$ cat src/rtl/bl_pwm_pkg.sv
// Package: shared register offsets, field positions and address decode for
// the backlight PWM block. Assumes a 32-bit data bus and byte offsets that
// fit in five address bits.
package bl_pwm_pkg;

    localparam int DATA_W = 32;
    localparam int ADDR_W = 5;

    // Register offsets (byte addresses).
    localparam logic [ADDR_W-1:0] OFS_RUN   = 5'h00;
    localparam logic [ADDR_W-1:0] OFS_LATCH = 5'h08;
    localparam logic [ADDR_W-1:0] OFS_PRESC = 5'h10;
    localparam logic [ADDR_W-1:0] OFS_SHAPE = 5'h14;

    // Lowest bit of the divider field and of the width field.
    localparam int PRESC_LSB = 16;
    localparam int WIDTH_LSB = 16;

    typedef enum logic [2:0] {
        SEL_NONE,
        SEL_RUN,
        SEL_LATCH,
        SEL_PRESC,
        SEL_SHAPE
    } reg_sel_e;

    // Maps a byte offset to the register it selects.
    function automatic reg_sel_e decode_sel(input logic [ADDR_W-1:0] a);
        case (a)
            OFS_RUN:   return SEL_RUN;
            OFS_LATCH: return SEL_LATCH;
            OFS_PRESC: return SEL_PRESC;
            OFS_SHAPE: return SEL_SHAPE;
            default:   return SEL_NONE;
        endcase
    endfunction

endpackage

$ cat src/rtl/bl_pwm_regs.sv
// Module: register bank. Holds the run bit, the commit bit and the staged
// timing fields, serves combinational reads of the staged values, and emits
// a one-cycle pulse when a write takes the commit bit from 0 to 1.
// Assumes the field widths fit above their LSB inside the data bus.
module bl_pwm_regs
    import bl_pwm_pkg::*;
#(
    parameter int DIV_W = 10,
    parameter int PER_W = 12,
    parameter int HI_W  = 13
) (
    input  logic              clk,
    input  logic              rst_n,
    input  logic              bus_wr,
    input  logic [ADDR_W-1:0] bus_addr,
    input  logic [DATA_W-1:0] bus_wdata,
    output logic [DATA_W-1:0] bus_rdata,
    output logic              run_en,
    output logic              commit_pulse,
    output logic [DIV_W-1:0]  stg_div,
    output logic [PER_W-1:0]  stg_per,
    output logic [HI_W-1:0]   stg_hi
);

    reg_sel_e sel;
    logic     latch_q;
    logic     unused_wdata;

    assign sel          = decode_sel(bus_addr);
    assign unused_wdata = ^bus_wdata;

    // Register writes: only the defined fields are stored.
    always_ff @(posedge clk) begin
        if (!rst_n) begin
            run_en  <= 1'b0;
            latch_q <= 1'b0;
            stg_div <= '0;
            stg_per <= '0;
            stg_hi  <= '0;
        end else if (bus_wr) begin
            case (sel)
                SEL_RUN:   run_en  <= bus_wdata[0];
                SEL_LATCH: latch_q <= bus_wdata[0];
                SEL_PRESC: stg_div <= bus_wdata[PRESC_LSB +: DIV_W];
                SEL_SHAPE: begin
                    stg_per <= bus_wdata[PER_W-1:0];
                    stg_hi  <= bus_wdata[WIDTH_LSB +: HI_W];
                end
                default: ;
            endcase
        end
    end

    // Commit event: a write of 1 while the stored commit bit is 0.
    assign commit_pulse = bus_wr && (sel == SEL_LATCH) && bus_wdata[0] && !latch_q;

    // Read mux: staged values in their field positions, zero elsewhere.
    always_comb begin
        bus_rdata = '0;
        case (sel)
            SEL_RUN:   bus_rdata[0] = run_en;
            SEL_LATCH: bus_rdata[0] = latch_q;
            SEL_PRESC: bus_rdata[PRESC_LSB +: DIV_W] = stg_div;
            SEL_SHAPE: begin
                bus_rdata[PER_W-1:0]         = stg_per;
                bus_rdata[WIDTH_LSB +: HI_W] = stg_hi;
            end
            default: ;
        endcase
    end

endmodule

$ cat src/rtl/bl_pwm_shadow.sv
// Module: settings pipeline. On a commit pulse it snapshots the staged
// fields into a pending copy. It moves the pending copy into the active copy
// at a period boundary, or at once while the generator is stopped.
// Assumes period_end is high only in the last cycle of a running period.
module bl_pwm_shadow #(
    parameter int DIV_W = 10,
    parameter int PER_W = 12,
    parameter int HI_W  = 13
) (
    input  logic             clk,
    input  logic             rst_n,
    input  logic             commit_pulse,
    input  logic             run_en,
    input  logic             period_end,
    input  logic [DIV_W-1:0] stg_div,
    input  logic [PER_W-1:0] stg_per,
    input  logic [HI_W-1:0]  stg_hi,
    output logic [DIV_W-1:0] act_div,
    output logic [PER_W-1:0] act_per,
    output logic [HI_W-1:0]  act_hi
);

    logic             pend_q;
    logic [DIV_W-1:0] pend_div;
    logic [PER_W-1:0] pend_per;
    logic [HI_W-1:0]  pend_hi;
    logic             take;

    assign take = pend_q && (period_end || !run_en);

    // Pending copy: filled on commit, released when the active copy takes it.
    always_ff @(posedge clk) begin
        if (!rst_n) begin
            pend_q   <= 1'b0;
            pend_div <= '0;
            pend_per <= '0;
            pend_hi  <= '0;
        end else if (commit_pulse) begin
            pend_q   <= 1'b1;
            pend_div <= stg_div;
            pend_per <= stg_per;
            pend_hi  <= stg_hi;
        end else if (take) begin
            pend_q   <= 1'b0;
        end
    end

    // Active copy: changes only when a pending snapshot is taken.
    always_ff @(posedge clk) begin
        if (!rst_n) begin
            act_div <= '0;
            act_per <= '0;
            act_hi  <= '0;
        end else if (take) begin
            act_div <= pend_div;
            act_per <= pend_per;
            act_hi  <= pend_hi;
        end
    end

endmodule

$ cat src/rtl/bl_pwm_gen.sv
// Module: waveform generator. A prescaler counts input clocks up to the
// divider, a period counter counts prescaled ticks up to the period, and the
// output is high while the tick count is below the high width. Stopped
// means both counters are held at 0 and the output is low.
// Assumes the active settings change only at a period boundary or while stopped.
module bl_pwm_gen #(
    parameter int DIV_W = 10,
    parameter int PER_W = 12,
    parameter int HI_W  = 13
) (
    input  logic             clk,
    input  logic             rst_n,
    input  logic             run_en,
    input  logic [DIV_W-1:0] act_div,
    input  logic [PER_W-1:0] act_per,
    input  logic [HI_W-1:0]  act_hi,
    output logic [DIV_W-1:0] presc_q,
    output logic [PER_W-1:0] cnt_q,
    output logic             period_end,
    output logic             pwm_out
);

    localparam int CMP_W = ((PER_W > HI_W) ? PER_W : HI_W) + 1;
    localparam logic [DIV_W-1:0] DIV_ONE = 1;
    localparam logic [PER_W-1:0] PER_ONE = 1;

    logic tick_end;

    assign tick_end   = (presc_q == act_div);
    assign period_end = run_en && tick_end && (cnt_q == act_per);

    // Counters: prescaler wraps at the divider, period counter at the period.
    always_ff @(posedge clk) begin
        if (!rst_n || !run_en) begin
            presc_q <= '0;
            cnt_q   <= '0;
        end else if (tick_end) begin
            presc_q <= '0;
            cnt_q   <= (cnt_q == act_per) ? '0 : cnt_q + PER_ONE;
        end else begin
            presc_q <= presc_q + DIV_ONE;
        end
    end

    // Output compare: high while the tick count is below the high width.
    assign pwm_out = run_en && (CMP_W'(cnt_q) < CMP_W'(act_hi));

endmodule

$ cat src/rtl/bl_pwm_top.sv
// Module: top level of the backlight PWM. Connects the register bank, the
// commit pipeline and the waveform generator. Assumes a single clock domain
// and a synchronous active-low reset.
module bl_pwm_top
    import bl_pwm_pkg::*;
#(
    parameter int DIV_W = 10,
    parameter int PER_W = 12,
    parameter int HI_W  = 13
) (
    input  logic              clk,
    input  logic              rst_n,
    input  logic              bus_wr,
    input  logic [ADDR_W-1:0] bus_addr,
    input  logic [DATA_W-1:0] bus_wdata,
    output logic [DATA_W-1:0] bus_rdata,
    output logic              pwm_out
);

    logic             run_en;
    logic             commit_pulse;
    logic             period_end;
    logic [DIV_W-1:0] stg_div, act_div, presc_q;
    logic [PER_W-1:0] stg_per, act_per, cnt_q;
    logic [HI_W-1:0]  stg_hi, act_hi;

    bl_pwm_regs #(.DIV_W(DIV_W), .PER_W(PER_W), .HI_W(HI_W)) regs_i (
        .clk(clk), .rst_n(rst_n), .bus_wr(bus_wr), .bus_addr(bus_addr),
        .bus_wdata(bus_wdata), .bus_rdata(bus_rdata), .run_en(run_en),
        .commit_pulse(commit_pulse), .stg_div(stg_div), .stg_per(stg_per),
        .stg_hi(stg_hi)
    );

    bl_pwm_shadow #(.DIV_W(DIV_W), .PER_W(PER_W), .HI_W(HI_W)) shadow_i (
        .clk(clk), .rst_n(rst_n), .commit_pulse(commit_pulse),
        .run_en(run_en), .period_end(period_end), .stg_div(stg_div),
        .stg_per(stg_per), .stg_hi(stg_hi), .act_div(act_div),
        .act_per(act_per), .act_hi(act_hi)
    );

    bl_pwm_gen #(.DIV_W(DIV_W), .PER_W(PER_W), .HI_W(HI_W)) gen_i (
        .clk(clk), .rst_n(rst_n), .run_en(run_en), .act_div(act_div),
        .act_per(act_per), .act_hi(act_hi), .presc_q(presc_q),
        .cnt_q(cnt_q), .period_end(period_end), .pwm_out(pwm_out)
    );

endmodule

$ cat config.mk
export PLATFORM = sky130hd
export DESIGN_NAME = bl_pwm_top
export DESIGN_NICKNAME = d
export VERILOG_FILES = /design/src/rtl/bl_pwm_pkg.sv /design/src/rtl/bl_pwm_regs.sv /design/src/rtl/bl_pwm_shadow.sv /design/src/rtl/bl_pwm_gen.sv /design/src/rtl/bl_pwm_top.sv
export SDC_FILE = /design/constraint.sdc
export NUM_CORES = 1
export LEC_CHECK = 0
export BUFFER_PORTS_ARGS = -buffer_cell sky130_fd_sc_hd__buf_2
export CORE_UTILIZATION = 58
export CTS_CLUSTER_DIAMETER = 50
export DETAILED_ROUTE_END_ITERATION = 8
export GPL_TIMING_DRIVEN = 0
export PLACE_DENSITY = 0.78
export SYNTH_ARGS = -nofsm -noshare
export SYNTH_HDL_FRONTEND = slang
export SYNTH_SLANG_ARGS = --single-unit
$ cat constraint.sdc
create_clock -name clk -period 3.2 [get_ports clk]
set_clock_uncertainty 0.2 [all_clocks]
set_input_delay 0.96 -clock clk [delete_from_list [all_inputs] [get_ports clk]]
set_output_delay 0.96 -clock clk [all_outputs]
set_load 0.05 [all_outputs]
# Word level (Yosys, flattened, before mapping)
# Cells that the tools add are included.
totals:
  reg_bits: 130
  rom_bits: 0
  elab_cells: 53
  inputBits: 40
  out_inout_bits: 33
  latch_bits: 0
  n_memories: 0
  ramBits: 0
classes:
  n_div: 0
  magnitude_cmp: 1
  shifts: 0
  n_addsub: 2
  n_mux: 8
  bitwise_logic: 0
  eq_ne: 9
  mul: 0
  n_reduce_logical: 19
ops:
  columns: ["op", "n"]
  rows:
  - ["case mux 10 bit (2 select lines)", 1]
  - ["less-than comparator 12 x 13 -> 1 bit", 1]
  - ["adder 12 x 1 -> 12 bit (second input constant)", 1]
  - ["equality test 12 bit", 1]
  - ["two-way mux 12 bit", 1]
  - ["case mux 3 bit (4 select lines)", 1]
  - ["two-way mux 11 bit", 1]
  - ["adder 10 x 1 -> 10 bit (second input constant)", 1]
  - ["equality test 10 bit", 1]
  - ["equality test 5 bit (second input constant)", 2]
  - ["AND reduction 2 bit", 4]
  - ["logical AND 1 bit", 7]
  - ["equality test 3 x 2 -> 1 bit (second input constant)", 2]
  - ["equality test 5 x 4 -> 1 bit (second input constant)", 1]
  - ["logical NOT 5 bit", 1]
  - ["equality test 3 x 1 -> 1 bit (second input constant)", 1]
  - ["equality test 3 bit (second input constant)", 1]
  - ["logical NOT 1 bit", 3]
  - ["two-way mux 3 bit", 1]
  - ["case mux 1 bit (3 select lines)", 1]
  - ["logical OR 1 bit", 2]
  - ["two-way mux 1 bit", 2]
  - ["nonzero test 2 bit", 1]
  - ["OR reduction 2 bit", 1]

# Depth between registers and ports, before layout
logic_depth:
  depth_word: 7
  depth_mapped: 8
  depth_no_buf: 7

# By module
# Synthesis repeated with hierarchy kept, for this count alone.
unflattened:
  hier_cells: 644
  hier_area_um2: 6154.7
by_module_without_submodules:
  columns: ["mod", "n_inst", "cells_each", "area_per_inst_um2"]
  rows:
  - ["bl_pwm_shadow", 1, 270, 2817.7]
  - ["bl_pwm_regs", 1, 195, 1771.7]
  - ["bl_pwm_gen", 1, 179, 1565.3]

# Worst setup path after synthesis
# OpenSTA, ideal clock, no wires.
synth_path:
  path_kind: "input-to-output"
  startpoint: "in bus_addr[1]"
  endpoint: "out bus_rdata[16]"
  required_time_ns: 2.040
  stages: 3
  slack_ns: -0.361
  path_buffers: 1
  arrival_time_ns: 2.401
  cell_sequence: "or4b_4 clkbuf_1 nor2_1"
synth_between:
  elab_chain_len: 4
  elab_cells_between_ends: 8
synth_rtl:
  columns: ["element", "line_no", "source"]
  rows:
  - ["from (decl)", "bl_pwm_top.sv:14", "input logic [ADDR_W-1:0] bus_addr,"]
  - ["equality test 5 bit (tied with other cells)", "bl_pwm_pkg.sv:29", "case (a)"]
  - ["case mux 3 bit (4 select lines) (*)", "bl_pwm_pkg.sv:29", null]
  - ["equality test 3 bit or equality test 3 x 2 -> 1 bit (tied branches)", "bl_pwm_regs.sv:60", "case (sel)"]
  - ["case mux 10 bit (2 select lines) (*)", "bl_pwm_regs.sv:60", null]
  - ["to (decl)", "bl_pwm_top.sv:16", "output logic [DATA_W-1:0] bus_rdata,"]
# Mark *: on every way between the ends. The rest lies on a longest branch, timed or not.

# Final worst setup path
layout_path:
  startpoint: "in bus_addr[3]"
  endpoint: "out bus_rdata[17]"
# The elaborated chain is that of the path after synthesis.

==> out/qor.csv <==
stage,metric,value,unit
run_status,status,"finished, violations left",
run_status,violations,setup timing,
timing,tns,-6.01,ns
synthesis,yosys_warnings,0,
drt,viasPerCell,5.51,
power_and_ir_drop,powerDensity,472,nW/um^2
power_and_ir_drop,ir_drop,0.000386,V
clock_tree,clk_path_buf_depth,2,
worst_setup_path,ff2ff_path_depth,7,
timing,tightest_slew,0.684,ns
synthesis,synth_top_flop_cell,dfxtp_1,
floorplanning,rows,36,
worst_setup_path,cp-start-kind,input pin,
global_routing,antenna_found_initial,1,
floorplanning,die_h,102,um
global_routing,grt-ovfl-total,0,
drt,drc,0,
timing,min_period,3.46,ns
flow_run,cap_violations,0,
clock_tree,root_buffer,clkbuf_8,
placement,dp_hpwl,9850,um
timing,hold_viol,0,
drt,ant_nets,0,
synthesis,ys_types,50,
placement,place_area,6390,um^2
timing,max_slew_margin,0.542,
timing,hold_ws,0.255,ns
synthesis,synthArstFlopShare,0,
global_routing,grt_pass1_wl,23500,um
floorplanning,die_w,102,um
floorplanning,core,9730,um^2
floorplanning,io_pins,73,
synthesis,syn_area,5800,um^2
drt,wl_per_cell,16.9,um
clock_tree,cts_sinks,130,
cells_and_area,drive_gt1_frac,0.258,
worst_setup_path,worstPathMaxFanout,5,
hold_path,min_path_cells,2,
synthesis,synth.avg_cell_area,9.26,um^2
placement,post-place-ws,-0.468,ns
global_routing,grt_max_degree,17,
drt,vias,4798,
hold_path,min_path_type,reg2reg,
cells_and_area,nets,778,
synthesis,ys_ff_latch,130,
drt,dr.pass1.iters,5,
timing,fin_ws,-0.260,ns
placement,io_buffers,58,
cells_and_area,post-route-util,0.766,
drt,drt_iter0_drc,262,
timing,setup_viol,26,
worst_setup_path,setup.worst_path.class,in2out,
worst_setup_path,cp_data_required_time,2.04,ns
timing,min_period_over_period,1.08,
cells_and_area,syn_to_final_growth,28.5,%
placement,place_congestion,0.849,
clock_tree,clk_pin_slew_worst_paths,0.06,ns
timing,max_freq,289,MHz
global_routing,grt_pass1_vias,4772,
cells_and_area,finish.instance_area,7450,um^2
clock_tree,cts_tree,yes,
global_routing,grt_usage,0.297,
synthesis,seq_area_frac_synth,0.449,
worst_setup_path,cp.arrival,2.30,ns
power_and_ir_drop,p_leak,2.94,nW
synthesis,synth-edff-count,0,
worst_setup_path,cp-end-kind,output port,
drt,wirelength,14700,um
clock_tree,hold_buffers,0,
clock_tree,clock_latency,0.52,ns
floorplanning,initial_core_util,0.596,
synthesis,synth_cells,626,
clock_tree,cts_buffers,17,
timing,rsz0062_at_grt,yes,
timing,drv_slew,0,
clock_tree,htreeDepth,4,
floorplanning,dieArea,10400,um^2
[worst paths after layout]
path,slack (ns),endpoint,from
hold reg to reg,0.26,shadow_i.pend_hi[2],shadow_i.pend_hi[2]
setup / recovery,-0.26,bus_rdata[17],bus_addr[3]
hold / removal,0.26,shadow_i.pend_hi[2],shadow_i.pend_hi[2]
setup reg to reg,0.85,shadow_i.act_div[8],gen_i.cnt_q[1]
[flip-flops by register name, indices dropped and copies added, names as in the netlist]
signal and flops:
gen_i.cnt_q 12, gen_i.presc_q 10, regs_i.latch_q 1, regs_i.run_en 1, regs_i.stg_div 10, regs_i.stg_hi 13, regs_i.stg_per 12, shadow_i.act_div 10
shadow_i.act_hi 13, shadow_i.act_per 12, shadow_i.pend_div 10, shadow_i.pend_hi 13, shadow_i.pend_per 12, shadow_i.pend_q 1
[report_power, final]
group / internal [mW] / total, mW / switching [mW]
sequential: 1.62 / 1.62 / 0.00397
combinational: 0.0589 / 0.135 / 0.0760
clock: 1.05 / 1.76 / 0.714
[cells in the mapped netlist (3+ instances only)]
master / n / share of area
a21oi_1: 3 / 0.0026
buf_4: 13 / 0.017
a21boi_0: 19 / 0.025
inv_1: 16 / 0.010
buf_6: 8 / 0.016
o21ai_0: 7 / 0.0060
o21ai_1: 5 / 0.0043
nor2b_1: 15 / 0.016
buf_2: 8 / 0.0069
and3_1: 11 / 0.012
mux2i_1: 22 / 0.038
xor2_1: 4 / 0.0060
a22o_1: 43 / 0.065
nand3_1: 7 / 0.0060
nor2_1: 25 / 0.016
a21o_1: 8 / 0.010
nor4_1: 4 / 0.0043
clkbuf_1: 12 / 0.0078
dfxtp_1: 130 / 0.45
nand2_1: 132 / 0.085
nand4_1: 4 / 0.0043
ha_1: 13 / 0.028
a21boi_1: 41 / 0.053
xnor2_1: 25 / 0.038
and2_1: 15 / 0.016
nor3_1: 7 / 0.0060
[cell type report]
type | count | area (um^2)
Timing Repair Buffer | 74 | 708
Inverter | 16 | 60.1
Clock buffer | 19 | 432
Multi-Input combinational cell | 444 | 3040
Buffer | 42 | 310
Antenna cell | 1 | 2.50
Fill cell | 671 | 2280
Sequential cell | 130 | 2620
Clock inverter | 12 | 110
Tap cell | 133 | 166
[placed cells by master, fill, tap and decap left out, drive strengths merged, types with 15 or more instances in the layout]
master and instances:
nand2 132, dfxtp 130, nor2 27, and2 16, xnor2 26, a21boi 60, a22o 43, inv 17
mux2i 22, clkbuf 31, buf 104, nor2b 15
[per-stage QoR]
stage	total power [mW]	std cells
after floorplan	1.74	632
after global placement	1.78	823
after detailed placement	1.78	823
after CTS	3.52	866
after global routing	3.62	871
final	3.52	871
[critical path, cell delays in order]
cell and delay (ns):
buf_8 0.10, or4b_4 0.56, buf_6 0.14, buf_6 0.12, clkbuf_16 0.16, nor2_4 0.09, buf_6 0.16
[cells by family (layout without fill, tap and decap cells)]
kind of cell	after synthesis	after routing	share of synthesized area
other	1	8	0.000647
adders and majority gates	13	13	0.0281
buffers and inverters	58	163	0.0580
DFF	130	130	0.449
AOI/OAI and AO/OA	138	138	0.186
xor gates and xnor gates	30	30	0.0466
muxes	22	22	0.0380
and+or+nand+nor	234	234	0.193
[repair_timing]
item                       CTS  global route
resized for setup           92            18
gates cloned                 2             0
setup buffers               10             4
pin swaps                   11             3
setup endpoints to repair   26            26
[per-layer routing]
layer	track usage	up-vias	routed length, um
li1	-	2341	-
met1	0.371	2287	6550
met2	0.496	144	7110
met3	0.0732	26	734
met4	0.114	0	306
met5	0	-	0
(Power assumes the default switching activity.)
